$ cat config.mk
export PLATFORM = sky130hd
export DESIGN_NAME = alu_cp_top
export DESIGN_NICKNAME = d
export VERILOG_FILES = /design/src/rtl/alu_cp_pkg.sv /design/src/rtl/alu_cp_decode.sv /design/src/rtl/alu_cp_core.sv /design/src/rtl/alu_cp_flag.sv /design/src/rtl/alu_cp_top.sv
export SDC_FILE = /design/constraint.sdc
export NUM_CORES = 1
export LEC_CHECK = 0
export CAP_MARGIN = 20
export CORE_MARGIN = 2
export CORE_UTILIZATION = 47
export DETAILED_ROUTE_END_ITERATION = 7
export GPL_ROUTABILITY_DRIVEN = 0
export PLACE_DENSITY = 0.8
export SYNTH_ARGS = -nofsm -noshare
export SYNTH_HDL_FRONTEND = slang
export SYNTH_SLANG_ARGS = --single-unit
$ cat constraint.sdc
create_clock -name clk -period 4.2 [get_ports clk]
set_input_delay 0.63 -clock clk [delete_from_list [all_inputs] [get_ports clk]]
set_output_delay 0.63 -clock clk [all_outputs]
set_load 0.1 [all_outputs]
$ cat src/rtl/alu_cp_pkg.sv
package alu_cp_pkg;

    localparam int unsigned DATA_W = 32;
    localparam int unsigned OPC_W  = 4;

    typedef enum logic [OPC_W-1:0] {
        OPC_SGN_ADD   = 4'd0,
        OPC_SGN_SUB   = 4'd1,
        OPC_UNS_ADD   = 4'd2,
        OPC_UNS_SUB   = 4'd3,
        OPC_WRAP_ADD  = 4'd4,
        OPC_WRAP_SUB  = 4'd5,
        OPC_PLAIN_ADD = 4'd6,
        OPC_PLAIN_SUB = 4'd7,
        OPC_WRAP_ADD2 = 4'd8,
        OPC_BOUND     = 4'd9,
        OPC_OR        = 4'd10,
        OPC_AND       = 4'd11,
        OPC_XOR       = 4'd12,
        OPC_AUX       = 4'd13,
        OPC_RSV0      = 4'd14,
        OPC_RSV1      = 4'd15
    } opc_e;

    typedef enum logic [1:0] {FN_ADD, FN_OR, FN_AND, FN_XOR} fn_e;
    typedef enum logic [1:0] {CIN_FLAG, CIN_NFLAG, CIN_ZERO, CIN_ONE} cin_e;
    typedef enum logic [1:0] {CY_KEEP, CY_CLEAR, CY_COUT, CY_NCOUT} cy_e;

    typedef struct packed {
        fn_e  fn;
        cin_e cin;
        cy_e  cy;
        logic inv_b;
        logic sgn_ovf;
        logic legal;
    } ctrl_t;

    function automatic ctrl_t mk_ctrl(fn_e fn, cin_e cin, cy_e cy, logic inv_b, logic sgn_ovf);
        ctrl_t c;
        c.fn      = fn;
        c.cin     = cin;
        c.cy      = cy;
        c.inv_b   = inv_b;
        c.sgn_ovf = sgn_ovf;
        c.legal   = 1'b1;
        return c;
    endfunction

    function automatic ctrl_t decode_opc(logic [OPC_W-1:0] code);
        ctrl_t c;
        case (opc_e'(code))
            OPC_SGN_ADD:   c = mk_ctrl(FN_ADD, CIN_FLAG,  CY_CLEAR, 1'b0, 1'b1);
            OPC_SGN_SUB:   c = mk_ctrl(FN_ADD, CIN_NFLAG, CY_CLEAR, 1'b1, 1'b1);
            OPC_UNS_ADD:   c = mk_ctrl(FN_ADD, CIN_FLAG,  CY_COUT,  1'b0, 1'b0);
            OPC_UNS_SUB:   c = mk_ctrl(FN_ADD, CIN_NFLAG, CY_NCOUT, 1'b1, 1'b0);
            OPC_WRAP_ADD,
            OPC_WRAP_ADD2: c = mk_ctrl(FN_ADD, CIN_ZERO,  CY_KEEP,  1'b0, 1'b0);
            OPC_WRAP_SUB,
            OPC_BOUND:     c = mk_ctrl(FN_ADD, CIN_ONE,   CY_KEEP,  1'b1, 1'b0);
            OPC_PLAIN_ADD: c = mk_ctrl(FN_ADD, CIN_ZERO,  CY_CLEAR, 1'b0, 1'b0);
            OPC_PLAIN_SUB: c = mk_ctrl(FN_ADD, CIN_ONE,   CY_CLEAR, 1'b1, 1'b0);
            OPC_OR,
            OPC_AUX:       c = mk_ctrl(FN_OR,  CIN_ZERO,  CY_KEEP,  1'b0, 1'b0);
            OPC_AND:       c = mk_ctrl(FN_AND, CIN_ZERO,  CY_KEEP,  1'b0, 1'b0);
            OPC_XOR:       c = mk_ctrl(FN_XOR, CIN_ZERO,  CY_KEEP,  1'b0, 1'b0);
            default: begin
                c       = mk_ctrl(FN_OR, CIN_ZERO, CY_KEEP, 1'b0, 1'b0);
                c.legal = 1'b0;
            end
        endcase
        return c;
    endfunction

    function automatic logic pick_cin(cin_e sel, logic flag);
        case (sel)
            CIN_FLAG:  return flag;
            CIN_NFLAG: return ~flag;
            CIN_ONE:   return 1'b1;
            default:   return 1'b0;
        endcase
    endfunction

endpackage

$ cat src/rtl/alu_cp_decode.sv
module alu_cp_decode
    import alu_cp_pkg::*;
#(
    parameter int unsigned CODE_W = OPC_W
) (
    input  logic [CODE_W-1:0] code,
    output ctrl_t             ctrl
);
    always_comb begin
        ctrl = decode_opc(code[OPC_W-1:0]);
    end
endmodule

$ cat src/rtl/alu_cp_core.sv
module alu_cp_core
    import alu_cp_pkg::*;
#(
    parameter int unsigned W = DATA_W
) (
    input  ctrl_t        ctrl,
    input  logic         flag,
    input  logic [W-1:0] a,
    input  logic [W-1:0] b,
    output logic [W-1:0] res,
    output logic         cout,
    output logic         ovf
);
    localparam int unsigned SW = W + 1;

    logic [W-1:0]  b_eff;
    logic          cin;
    logic [SW-1:0] sum;
    logic [W-1:0]  logic_res;

    // Per-bit operand conditioning, one slice per bit.
    for (genvar i = 0; i < W; i++) begin : g_bit
        assign b_eff[i] = b[i] ^ ctrl.inv_b;
    end

    always_comb begin
        cin  = pick_cin(ctrl.cin, flag);
        sum  = {1'b0, a} + {1'b0, b_eff} + {{W{1'b0}}, cin};
        cout = sum[W];
        case (ctrl.fn)
            FN_OR:   logic_res = a | b;
            FN_AND:  logic_res = a & b;
            FN_XOR:  logic_res = a ^ b;
            default: logic_res = sum[W-1:0];
        endcase
        res = ctrl.legal ? logic_res : '0;
        ovf = ctrl.legal && ctrl.sgn_ovf
              && (a[W-1] == b_eff[W-1]) && (sum[W-1] != a[W-1]);
    end
endmodule

$ cat src/rtl/alu_cp_flag.sv
module alu_cp_flag
    import alu_cp_pkg::*;
(
    input  logic clk,
    input  logic rst,
    input  logic upd,
    input  cy_e  policy,
    input  logic cout,
    output logic flag
);
    always_ff @(posedge clk) begin
        if (rst) begin
            flag <= 1'b0;
        end else if (upd) begin
            case (policy)
                CY_CLEAR: flag <= 1'b0;
                CY_COUT:  flag <= cout;
                CY_NCOUT: flag <= ~cout;
                default:  flag <= flag;
            endcase
        end
    end
endmodule

$ cat src/rtl/alu_cp_top.sv
module alu_cp_top
    import alu_cp_pkg::*;
#(
    parameter int unsigned W = DATA_W
) (
    input  logic             clk,
    input  logic             rst,
    input  logic             op_valid,
    input  logic [OPC_W-1:0] opcode,
    input  logic [W-1:0]     opnd_a,
    input  logic [W-1:0]     opnd_b,
    output logic [W-1:0]     result,
    output logic             carry_flag,
    output logic             overflow
);
    ctrl_t ctrl;
    logic  cout;

    alu_cp_decode #(.CODE_W(OPC_W)) u_dec (
        .code (opcode),
        .ctrl (ctrl)
    );

    alu_cp_core #(.W(W)) u_core (
        .ctrl (ctrl),
        .flag (carry_flag),
        .a    (opnd_a),
        .b    (opnd_b),
        .res  (result),
        .cout (cout),
        .ovf  (overflow)
    );

    alu_cp_flag u_flag (
        .clk    (clk),
        .rst    (rst),
        .upd    (op_valid),
        .policy (ctrl.cy),
        .cout   (cout),
        .flag   (carry_flag)
    );
endmodule

==> summary.txt, run 1 <==
Critical Path AT: 3.84 ns
CP endpoint: result[25]
Yosys warns: 0
Post-Synth XOR/XNOR Area: 0.108
Die Wd: 98.8 um
Crit Reg-Reg Endpoint: u_flag.flag
Detailed Route Iter0 Violations: 604
Initial antenna violation count: 0
Largest net degree at the start of global routing: 52
Pre-antenna DRT Iters: 8
Worst setup path start: opcode[2]
Worst-path clk slew: 0 ns
Layout net count: 982
Total track usage: 0.302
Fin. max-slew vios: 0
Core area: 0.00872 mm2
Max cap viols: 0
Share of the synthesized area in the top cell type: 0.281
Simple-gate portion of the synthesized area: 0.179
Sequential standard cell area: 21.3 um2
Seq/Total Area, Yosys: 0.00474
Outcome: finished, violations left
Die ar.: 0.00977 mm2
Slowest-stage cell, CP: nor4_1
Critical path peak fanout: 8
Number of buffers added on ports: 104
Mean Syn Cell Area: 6.92 um2
Largest family of logic cells by synthesized area: compound AO/OA/AOI/OAI gates
Worst setup EP type: primary output
Final std cells w/o fill: 920
Lkg Pwr: 3.48 nW
Critical path class: in2out
Layout cells sized above 1: 0.317
Setup-failing EPs final: 18
Internal power: 0.928 mW
Total number of vias: 6,028
Synth area leader: ha_1
Placed insts: 905
Total gr overflow: 0
Synth Flop Type: dfxtp_1
Detail-routed via count per cell: 6.55
First-pass GRT wire length: 25.2 mm
DRC: 0
Mapped Area: 0.00423 mm2
Seq pwr share: 0.005
Biggest register: u_flag.flag
Final HPWL DP: 12.1 mm
Rows: 34
PD cells: 312 mW/mm2
HP Class: reg2reg
Final instance area: 0.00731 mm2
Crit-path leading delay family: buffers and inverters
Largest stage delay on the critical path: 0.51 ns
Vias in the first global route: 5,658
Die H: 98.8 um
Most common cell on crit path: buf_4
Cell Chain, Critical Path: buf_8 -> o21ai_4 -> nand2_4 -> buf_12 -> buf_6 -> xnor2_2 -> ha_1 -> buf_4 -> o211ai_1 -> buf_4 -> a21oi_2 -> o211a_4 -> nor4_1 -> buf_4 -> nor3_4 -> buf_12
WP data required: 3.57 ns
Fin Hold WS: 0.682 ns
Initial core utilization: 0.485
Register bit count reported by yosys: 1
Reg2reg start: u_flag.flag
RSZ-0062 raised after global routing: true
P&R area growth vs syn: 72.9%
Worst setup margin: -0.271 ns
Synth cell types: 67
Post-Syn Instances: 611
DP Area: 0.00678 mm2
Final Routed Wirelength: 19.2 mm
Adder-Cell Fraction of Synth Area: 0.291
Tmin final: 4.47 ns
Fmax: 224 MHz
Failing checks: setup timing
# diodes: 0
Pwr Total: 2.28 mW
Multi-input gate area: 0.00451 mm2
Worst path bufs/invs: 7
Worst path depth: 16
Compound-Gate Fraction of Synth Area: 0.311
Syn_nets: 779
Cells on worst reg2reg path: 14
Clock power share: 0
Flop2flop setup slack: 0.97 ns
Slew headroom: 0.303
Synth area leaders: ha_1, xnor2_1, a21oi_1
Slew of the pin with the lowest slew margin: 1.05 ns
Worst clock skew: 0 ns
Maximum vdd ir drop: 0.269 mV
Final Hold Viols: 0
Number of synthesized flops with an enable pin: 0
Comb pwr share: 0.995
Clk Latency, worst-skew pair: 0 ns
I/O Pins: 105
Hold path start: u_flag.flag
Fillers: 444
Largest registers: u_flag.flag: 1 flops
Final period utilization: 1.06
Max FFs per register: 1
Final ANT Viol Nets: 0
Post-Route Setup TNS: -2.02 ns
Mux cell area share after synthesis: 0.0121
Startpoint Class: input pin
Asr flop ratio synth: 0
Sw frac: 0.594
Avg WL per Cell: 20.9 um
Psw: 1.36 mW
how the worst min path moves through the flow:
| stage | endpoint | slack, ns | depth (start not counted) |
|---|---|---|---|
| final | u_flag.flag | 0.68 | 3 |
| after global routing | u_flag.flag | 0.73 | 3 |
| after CTS | u_flag.flag | 0.67 | 3 |
| after detailed placement | u_flag.flag | 0.67 | 3 |
| after global placement | u_flag.flag | 0.66 | 3 |
| after floorplan | u_flag.flag | 0.85 | 3 |
final cells by class:
type | count | share of cell area
Timing Repair Buffer | 231 | 0.325
Inverter | 71 | 0.0365
Sequential cell | 1 | 0.00291
Tap cell | 108 | 0.0185
Multi-Input combinational cell | 509 | 0.617
stage by stage:
step	util	worst slack (ns)
after floorplan	-	-0.364
after global placement	0.778	-0.409
after detailed placement	0.778	-0.517
after CTS	0.791	-0.288
after global routing	0.838	-0.351
final	0.838	-0.271
cell usage in the layout, fill, tap and decap left out, drive strengths merged, types with 9 or more instances in the layout:
| master | instances |
|---|---|
| clkdlybuf4s50 | 65 |
| inv | 71 |
| a221oi | 26 |
| ha | 95 |
| a21oi | 63 |
| xor2 | 11 |
| o21ai | 46 |
| nand3 | 10 |
| a21o | 9 |
| nor2 | 41 |
| buf | 163 |
| nand2 | 58 |
| nor3 | 15 |
| xnor2 | 41 |
worst register-to-register path, stage by stage (launching register included):
cell	delay, ns
dfxtp_2	0.35
nand2_4	0.08
xor2_4	0.18
fa_2	0.26
fa_2	0.24
a21oi_4	0.07
o211a_1	0.27
or4_4	0.47
a2111oi_4	0.44
buf_4	0.19
buf_4	0.10
buf_4	0.09
o211ai_1	0.13
mux2i_1	0.18
nand2_1	0.07
cells in the mapped netlist (all sizes together), types with 3 or more instances:
library cell / number
nor2: 41
nand3: 10
a211oi: 7
a21oi: 63
xnor2: 41
o211ai: 7
nand2: 58
o31ai: 3
a221oi: 26
o21a: 4
o211a: 4
o21bai: 4
o21ai: 46
nand4: 7
mux2i: 4
a21o: 9
clkbuf: 22
nor3: 15
and3: 6
a31oi: 3
buf: 8
nor4b: 3
a22oi: 5
xor2: 11
ha: 95
inv: 71
or2: 3
power groups by stage:
stage                     Clock (mW)  Sequential [mW]  Combinational [mW]
after floorplan                    0           0.0123                1.24
after global placement             0           0.0103                1.97
after detailed placement           0           0.0103                2.02
after CTS                          0           0.0103                2.05
after global routing               0           0.0105                2.35
final                              0           0.0105                2.27
metal layers:
metal	GRT usage	share of wire	vias to the layer above
li1	-	-	2602
met1	0.357	0.36	2811
met2	0.568	0.49	467
met3	0.0206	0.090	148
met4	0.111	0.066	0
met5	0	0	-
kinds of logic after synthesis:
logic type,count (synthesis)
adder cells (fa/ha/maj),97
AO/OA/AOI/OAI,198
buffers and inverters,101
flip-flops,1
XOR/XNOR,52
AND/OR/NAND/NOR,157
multiplexers,5
what timing repair did:
action                     in CTS  in global routing
setup endpoints to repair      21                 20
hold buffers                    0                  0
gates resized for setup        36                 62
pin swaps                      21                 32
setup buffers                   5                 11
Note: power is estimated with default switching activity, not from simulation.
==> run 2, diff against run 1 <==
CTS_CLUSTER_SIZE = 12   (was default)
==> results of run 2 <==
No change in the layout: final DEF, timing and power equal those of run 1.
